$ cat src/rtl/gpk_pkg.sv
package gpk_pkg;
   localparam int REG_W = 32;
   localparam int MAX_PINS = 32;
   localparam logic [15:0] LOCK_KEY = 16'hD42F;

   // register byte offsets (what software decodes)
   localparam logic [7:0] OFS_M0_SET = 8'h54;
   localparam logic [7:0] OFS_DOUT_CLR = 8'h18;
   localparam logic [7:0] OFS_MODE1 = 8'h08;
   localparam logic [7:0] OFS_PADS = 8'h04;
   localparam logic [7:0] OFS_M1_CLR = 8'h50;
   localparam logic [7:0] OFS_MODE0 = 8'h0C;
   localparam logic [7:0] OFS_M0_CLR = 8'h58;
   localparam logic [7:0] OFS_DOUT_SET = 8'h14;

   typedef enum logic [1:0] {
      DM_INPUT     = 2'b00,
      DM_PUSHPULL  = 2'b01,
      DM_LOW_ONLY  = 2'b10,
      DM_HIGH_ONLY = 2'b11
   } drive_mode_e;
endpackage

$ cat src/rtl/gpk_lock.sv
module gpk_lock
   import gpk_pkg::*;
(
   input  logic             clk,
   input  logic             rst_n,
   input  logic             wr_en,
   input  logic [REG_W-1:0] wdata,
   output logic             active
);
   logic key_hit;
   logic rel_hit;

   assign key_hit = (wdata[15:0] == LOCK_KEY);
   assign rel_hit = (wdata[15:0] == 16'h0000);

   always_ff @(posedge clk or negedge rst_n) begin
      if (!rst_n) begin
         active <= 1'b0;
      end else if (wr_en) begin
         if (key_hit)      active <= 1'b1;
         else if (rel_hit) active <= 1'b0;
      end
   end
endmodule

$ cat src/rtl/gpk_sync.sv
module gpk_sync #(
   parameter int WIDTH  = 32,
   parameter int STAGES = 2
) (
   input  logic             clk,
   input  logic             rst_n,
   input  logic [WIDTH-1:0] din,
   output logic [WIDTH-1:0] dout
);
   if (STAGES < 2) begin : g_bad_stages
      $error("gpk_sync: STAGES must be at least 2");
   end

   logic [WIDTH-1:0] chain [STAGES];

   for (genvar s = 0; s < STAGES; s++) begin : g_stage
      if (s == 0) begin : g_first
         always_ff @(posedge clk or negedge rst_n) begin
            if (!rst_n) chain[0] <= '0;
            else        chain[0] <= din;
         end
      end else begin : g_next
         always_ff @(posedge clk or negedge rst_n) begin
            if (!rst_n) chain[s] <= '0;
            else        chain[s] <= chain[s-1];
         end
      end
   end

   assign dout = chain[STAGES-1];
endmodule

$ cat src/rtl/gpk_regs.sv
module gpk_regs
   import gpk_pkg::*;
#(
   parameter int NPINS  = 32,
   parameter int ADDR_W = 8
) (
   input  logic              clk,
   input  logic              rst_n,
   input  logic              wr_en,
   input  logic [ADDR_W-1:0] addr,
   input  logic [NPINS-1:0]  wdata,
   input  logic              lock_on,
   output logic [NPINS-1:0]  mode0,
   output logic [NPINS-1:0]  mode1,
   output logic [NPINS-1:0]  dout
);
   logic hit_m0, hit_m1, hit_m0set, hit_m0clr, hit_m1clr;
   logic hit_dset, hit_dclr;
   logic mode_we;

   assign hit_m0    = (addr == ADDR_W'(OFS_MODE0));
   assign hit_m1    = (addr == ADDR_W'(OFS_MODE1));
   assign hit_m0set = (addr == ADDR_W'(OFS_M0_SET));
   assign hit_m0clr = (addr == ADDR_W'(OFS_M0_CLR));
   assign hit_m1clr = (addr == ADDR_W'(OFS_M1_CLR));
   assign hit_dset  = (addr == ADDR_W'(OFS_DOUT_SET));
   assign hit_dclr  = (addr == ADDR_W'(OFS_DOUT_CLR));
   assign mode_we   = wr_en && lock_on;

   always_ff @(posedge clk or negedge rst_n) begin
      if (!rst_n) begin
         mode0 <= '0;
      end else if (mode_we) begin
         if (hit_m0)         mode0 <= wdata;
         else if (hit_m0set) mode0 <= mode0 | wdata;
         else if (hit_m0clr) mode0 <= mode0 & ~wdata;
      end
   end

   always_ff @(posedge clk or negedge rst_n) begin
      if (!rst_n) begin
         mode1 <= '0;
      end else if (mode_we) begin
         if (hit_m1)         mode1 <= wdata;
         else if (hit_m1clr) mode1 <= mode1 & ~wdata;
      end
   end

   always_ff @(posedge clk or negedge rst_n) begin
      if (!rst_n) begin
         dout <= '0;
      end else if (wr_en) begin
         if (hit_dset)      dout <= dout | wdata;
         else if (hit_dclr) dout <= dout & ~wdata;
      end
   end
endmodule

$ cat src/rtl/gpk_drive.sv
module gpk_drive
   import gpk_pkg::*;
#(
   parameter int NPINS = 32
) (
   input  logic [NPINS-1:0] mode0,
   input  logic [NPINS-1:0] mode1,
   input  logic [NPINS-1:0] dout,
   output logic [NPINS-1:0] oe,
   output logic [NPINS-1:0] val
);
   for (genvar i = 0; i < NPINS; i++) begin : g_pin
      drive_mode_e mode;
      assign mode = drive_mode_e'({mode1[i], mode0[i]});
      always_comb begin
         case (mode)
            DM_PUSHPULL:  begin oe[i] = 1'b1;     val[i] = dout[i]; end
            DM_LOW_ONLY:  begin oe[i] = ~dout[i]; val[i] = 1'b0;    end
            DM_HIGH_ONLY: begin oe[i] = dout[i];  val[i] = 1'b1;    end
            default:      begin oe[i] = 1'b0;     val[i] = 1'b0;    end
         endcase
      end
   end
endmodule

$ cat src/rtl/keyed_gpio_bank.sv
module keyed_gpio_bank
   import gpk_pkg::*;
#(
   parameter int NPINS       = 32,
   parameter int ADDR_W      = 8,
   parameter int SYNC_STAGES = 2
) (
   input  logic              clk,
   input  logic              rst_n,
   input  logic              reg_wr_en,
   input  logic [ADDR_W-1:0] reg_addr,
   input  logic [31:0]       reg_wdata,
   output logic [31:0]       reg_rdata,
   input  logic              lk_wr_en,
   input  logic [31:0]       lk_wdata,
   output logic [31:0]       lk_rdata,
   input  logic [NPINS-1:0]  pad_in,
   output logic [NPINS-1:0]  pad_oe,
   output logic [NPINS-1:0]  pad_out
);
   localparam int PAD_BITS = REG_W - NPINS;

   if (NPINS < 1 || NPINS > MAX_PINS) begin : g_bad_npins
      $error("keyed_gpio_bank: NPINS out of range");
   end
   if (ADDR_W < 7) begin : g_bad_addr
      $error("keyed_gpio_bank: ADDR_W too small for register map");
   end

   logic             lock_q;
   logic [NPINS-1:0] mode0_q, mode1_q, dout_q, pads_sync;
   logic [NPINS-1:0] rd_bits;

   gpk_lock u_lock (
      .clk    (clk),
      .rst_n  (rst_n),
      .wr_en  (lk_wr_en),
      .wdata  (lk_wdata),
      .active (lock_q)
   );

   gpk_regs #(.NPINS(NPINS), .ADDR_W(ADDR_W)) u_regs (
      .clk     (clk),
      .rst_n   (rst_n),
      .wr_en   (reg_wr_en),
      .addr    (reg_addr),
      .wdata   (reg_wdata[NPINS-1:0]),
      .lock_on (lock_q),
      .mode0   (mode0_q),
      .mode1   (mode1_q),
      .dout    (dout_q)
   );

   gpk_sync #(.WIDTH(NPINS), .STAGES(SYNC_STAGES)) u_sync (
      .clk   (clk),
      .rst_n (rst_n),
      .din   (pad_in),
      .dout  (pads_sync)
   );

   gpk_drive #(.NPINS(NPINS)) u_drive (
      .mode0 (mode0_q),
      .mode1 (mode1_q),
      .dout  (dout_q),
      .oe    (pad_oe),
      .val   (pad_out)
   );

   always_comb begin
      if (reg_addr == ADDR_W'(OFS_PADS))       rd_bits = pads_sync;
      else if (reg_addr == ADDR_W'(OFS_MODE1)) rd_bits = mode1_q;
      else if (reg_addr == ADDR_W'(OFS_MODE0)) rd_bits = mode0_q;
      else                                     rd_bits = '0;
   end

   if (PAD_BITS > 0) begin : g_zext
      assign reg_rdata = {{PAD_BITS{1'b0}}, rd_bits};
   end else begin : g_full
      assign reg_rdata = rd_bits;
   end

   assign lk_rdata = {lock_q, 31'b0};
endmodule

$ cat config.mk
export PLATFORM = sky130hd
export DESIGN_NAME = keyed_gpio_bank
export DESIGN_NICKNAME = d
export VERILOG_FILES = /design/src/rtl/gpk_pkg.sv /design/src/rtl/gpk_lock.sv /design/src/rtl/gpk_sync.sv /design/src/rtl/gpk_regs.sv /design/src/rtl/gpk_drive.sv /design/src/rtl/keyed_gpio_bank.sv
export SDC_FILE = /design/constraint.sdc
export NUM_CORES = 1
export LEC_CHECK = 0
export CAP_MARGIN = 20
export CORE_ASPECT_RATIO = 1.75
export CORE_MARGIN = 5
export CORE_UTILIZATION = 24
export CTS_BUF_LIST = sky130_fd_sc_hd__clkbuf_8
export CTS_CLUSTER_SIZE = 8
export DETAILED_ROUTE_END_ITERATION = 12
export GPL_ROUTABILITY_DRIVEN = 0
export SYNTH_ARGS = -nofsm -noshare
export SYNTH_HDL_FRONTEND = slang
export SYNTH_SLANG_ARGS = --single-unit
$ cat constraint.sdc
create_clock -name clk -period 3.6 [get_ports clk]
set_input_delay 0.72 -clock clk [delete_from_list [all_inputs] [get_ports clk]]
set_output_delay 0.72 -clock clk [all_outputs]
set_load 0.05 [all_outputs]
* Yosys cells after proc, flatten, opt, wreduce, memory -nomap -nowiden
Index checks and enable logic that the tools add are counted.
Storage, ports and cells: bits in registers 161, input bits 108, output and inout port bits 128, word-level logic and storage cells 235
Operators by class: eq/ne operators 105, multiplexer cells 76, bitwise logic cells 38, reduce and logical (&&, ||, !) cells 10
Operators with widths (number):
- 32-bit two-way mux | 10
- 2-bit equality test (second input constant) | 64
- 32-bit AND | 3
- 1-bit one-hot mux with 3 select lines | 32
- 2-bit by 1-bit equality test with 1-bit output (second input constant) | 32
- 32-bit OR | 2
- 1-bit one-hot mux with 2 select lines | 32
- 1-bit inverter | 32
- 32-bit inverter | 1
- 8-bit by 7-bit equality test with 1-bit output (second input constant) | 3
- 16-bit equality test (second input constant) | 1
- 8-bit by 4-bit equality test with 1-bit output (second input constant) | 2
- 8-bit by 5-bit equality test with 1-bit output (second input constant) | 2
- 16-bit logical NOT | 1
- 8-bit by 3-bit equality test with 1-bit output (second input constant) | 1
- 2-bit AND reduction | 4
- 2-bit nonzero test | 3
- 3-bit nonzero test | 1
- 1-bit two-way mux | 2
- 1-bit logical AND | 1

* Depth between registers and ports, before layout
Gate-level depths: netlist of run 1.
depth after elaboration 5, mapped depth 7, depth with buffers taken out 4

* Modules after synthesis
From an unflattened synthesis of run 1, not the netlist that was laid out.
Second synthesis, totals: cells, all modules 686, area, all modules 8931.1 um2
By module, submodules not included:
- gpk_regs | instances 1, cells each 332, area each 4302.9 um2, sequential area each 2402.3 um2
- gpk_sync | instances 1, cells each 96, area each 1841.8 um2, sequential area each 1601.5 um2
- keyed_gpio_bank | instances 1, cells each 148, area each 1478.9 um2, sequential area each 0.0 um2
- gpk_drive | instances 1, cells each 96, area each 1201.2 um2, sequential area each 0.0 um2
- gpk_lock | instances 1, cells each 14, area each 106.4 um2, sequential area each 25.0 um2

* Worst setup path after synthesis of run 1
OpenSTA, ideal clock, no wires.
path type in2out, from input reg_addr[5], to output reg_rdata[11], data arrival time 2.814 ns, required time 2.880 ns, slack 0.066 ns, stages on the path 5, buffers on the path 1, cell sequence or4_4 > nor3_1 > clkbuf_1 > a221oi_1 > a21oi_1
On the way: cells in the longest elaborated chain, start to end 4, elaborated cells on any way between the ends 6
Ends and longest elaborated chain:
- start: declaration | line keyed_gpio_bank.sv:11 | input logic [ADDR_W-1:0] reg_addr,
- 8-bit by 4-bit equality test with 1-bit output | line keyed_gpio_bank.sv:72 | else if (reg_addr == ADDR_W'(OFS_MODE0)) rd_bits = mode0_q;
- 32-bit two-way mux | line keyed_gpio_bank.sv:72
- 32-bit two-way mux | line keyed_gpio_bank.sv:71 | else if (reg_addr == ADDR_W'(OFS_MODE1)) rd_bits = mode1_q;
- 32-bit two-way mux (*) | line keyed_gpio_bank.sv:70 | if (reg_addr == ADDR_W'(OFS_PADS)) rd_bits = pads_sync;
- end: declaration | line keyed_gpio_bank.sv:13 | output logic [31:0] reg_rdata,
Mark *: on every way between the ends. The rest lies on a longest branch, timed or not.

* Worst setup path in the final report of run 1
from input reg_addr[4], to output reg_rdata[7]
Same word-level chain as after synthesis.

==> impl_metrics.tcl, run 1 <==
set metrics [dict create \
    status "complete, no violations" \
    ff2ff_setup_slack_ps 1660 \
    synthToLayoutAreaGrowth_pct 41.2 \
    wire_per_inst_microns 18.9 \
    clk_latency_ps 490 \
    vdd_ir_drop_max_v 0.000251 \
    rr_startpoint "u_lock.active$_DFFE_PN0P_" \
    cap_violations 0 \
    fin_crit_ps 3560 \
    synth_edf_count 0 \
    drive_above_1_share_pct 19.2 \
    cts_tree "yes" \
    power.leakage_uw 0.00441 \
    r2r_end "u_regs.mode1[30]$_DFFE_PN0P_" \
    synth_seq_cells 161 \
    final_max_slew_viol_count 0 \
    finalCritPeriodShare_pct 98.9 \
    crit_path_end_kind "primary output" \
    grt_max_degree 84 \
    fin_area_sq_mm 0.0106 \
    synth_area_sq_mm 0.00752 \
    rsz0062_at_grt "true" \
    io_buffers 188 \
    relSlewSlack_pct 45.5 \
    finalPower_uw 3420 \
    die_area_sq_mm 0.0351 \
    ys_async_sr_fraction_pct 100 \
    postRouteAntennaNets 0 \
    setup_viol 0 \
    fmax_ghz 0.281 \
    finalHoldViolations 0 \
    place_area_sq_mm 0.0102 \
    syn_inst 651 \
    num_io_pins 236 \
    cts_buffers 17 \
    cp_max_fo 17 \
    cp.arrival_ps 2840 \
    num_vias 5704 \
    drc 0 \
    clk_pin_slew_ps 90 \
    gr-total-overflow 0 \
    syn_area_per_cell_sq_um 11.6 \
    reg2regPathDepth 5 \
    cts_num_sinks 161 \
    rows 85 \
    path_class "in2out" \
    start_util_pct 24.4 \
    core_area_sq_mm 0.0308 \
    fin_nets 951 \
    antenna_found_initial 4 \
    drt_first_pass_iters 4 \
    start_kind "input pin" \
    ys_types 34 \
    die_w_microns 144 \
    layoutNonFillerInstCount 1248 \
    dpl.cell_count 1213 \
    grtUsageTotal_pct 13.6 \
    synth_warnings 0 \
    preCtsSetupSlack_ps 3.79 \
    hold_buffers 0 \
    power_density_mw_per_mm2 322 \
    whs_ps 276 \
    routed_wl_microns 23600 \
    required_ps 2880 \
    root_buffer "clkbuf_8" \
    skew_ps 13.9 \
    post-dp-hpwl_microns 15900 \
    hold_path_class "in2async" \
    drtIter0Drc 226 \
    viasPerCell 4.57 \
    tightest_slew_ps 818 \
    ys.flop_type "dfrtp_1" \
    grt_pass1_vias 6020 \
    die_y_microns 244 \
    htree_levels 4 \
    grt_pass1_wl_microns 35500 \
    clockBufferDepth 2 \
    setup_slack_ps 38.8 \
    ys_seq_area_share_pct 53.6 \
    fillers 3096 \
]
-- power by group --
group          leakage, uW  switching (uW)  internal (uW)
combinational      0.00213             177            114
sequential         0.00210            11.5           1850
clock             0.000180             714            558
total              0.00441             902           2520
-- worst max path at each step --
stage / start / end / cells after the start / slack [ps]
after floorplan: reg_addr[5] / reg_rdata[11] / 5 / 70
after global placement: reg_addr[5] / reg_rdata[24] / 7 / 20
final: reg_addr[4] / reg_rdata[7] / 7 / 40
after CTS: reg_addr[4] / reg_rdata[7] / 7 / -6
after global routing: reg_addr[5] / reg_rdata[7] / 7 / -30
after detailed placement: reg_addr[5] / reg_rdata[7] / 7 / 4
-- layout by cell type, fill, tap and decap left out, types with 5 or more instances in the layout --
| cell type | instances |
|---|---|
| mux2_2 | 59 |
| a21oi_1 | 27 |
| mux2_1 | 5 |
| o21a_1 | 32 |
| inv_1 | 35 |
| clkdlybuf4s50_1 | 155 |
| dfrtp_1 | 161 |
| xnor2_1 | 33 |
| conb_1 | 31 |
| a21boi_0 | 32 |
| nand2b_1 | 32 |
| clkbuf_8 | 18 |
| a21oi_2 | 6 |
| a221oi_1 | 32 |
| a32o_1 | 32 |
| nand2_1 | 67 |
| buf_4 | 14 |
| buf_12 | 38 |
-- layout make-up --
class,count,area [sq um],area share (%)
inverter,33,124,1.17
sequential,161,4030,37.9
multi-input combinational,418,3130,29.4
tap,391,489,4.61
timing repair buffer,212,2490,23.4
antenna,2,5.00,0.0471
clock inverter,13,113,1.06
clock buffer,18,248,2.33
-- synthesized netlist by cell type, types with 3 or more instances --
library cell    n  area [sq um]
nor2_1          4          15.0
buf_6           4          45.0
o21a_1         32           240
nor4_2          3          37.5
inv_1          33           124
nand2_1        67           251
a21oi_1        33           165
buf_2           6          30.0
nand2b_1       32           200
nand4_1         3          18.8
a32o_1         32           320
mux2_2         59           664
dfrtp_1       161          4030
a21boi_0       32           240
mux2_1          5          56.3
clkbuf_1       24          90.1
a221oi_1       32           280
nor3_1          3          15.0
xnor2_1        33           289
buf_4          35           263
-- through the flow --
step / utilization, % / TNS, ps
floorplan: - / 0
global placement: 33.0 / 0
detailed placement: 33.0 / 0
CTS: 34.2 / -5.83
global route: 34.4 / -147
finish: 34.4 / 0
-- timing repair --
item | CTS | global route
setup buffers | 0 | 1
endpoints found under the setup margin | 2 | 24
gates cloned | 0 | 1
resized for setup | 1 | 8
-- worst max-delay path, stage by stage --
cell,delay (ps)
clkdlybuf4s50_1,440
or4_4,610
nor4_4,220
buf_6,270
a221oi_1,140
a21oi_1,250
buf_12,180
-- layer usage --
metal	share of wire [%]	track usage, %	wire length [microns]
met1	37	14.8	8700
met2	55	24.7	12900
met3	5.9	3.58	1390
met4	2.2	5.07	525
met5	0.051	0	12
-- logic make-up (layout without fill, tap and decap cells) --
group / after synthesis / in the layout / share of synthesized area (%)
DFF: 161 / 161 / 53.6
other: 1 / 33 / 0.0499
AOI/OAI and AO/OA: 163 / 163 / 16.7
and+or+nand+nor: 127 / 127 / 8.90
xor gates and xnor gates: 33 / 33 / 3.84
buffers and inverters: 102 / 276 / 7.34
muxes: 64 / 64 / 9.58
(Power assumes the default switching activity.)
==> run 2: changes to the inputs <==
--- a/config.mk
+++ b/config.mk
@@ -10,6 +10,7 @@
 export CORE_MARGIN = 5
 export CORE_UTILIZATION = 24
 export CTS_BUF_LIST = sky130_fd_sc_hd__clkbuf_8
+export CTS_CLUSTER_DIAMETER = 60
 export CTS_CLUSTER_SIZE = 8
 export DETAILED_ROUTE_END_ITERATION = 12
 export GPL_ROUTABILITY_DRIVEN = 0
==> results of run 2 <==
No change in the layout: final DEF, timing and power equal those of run 1.
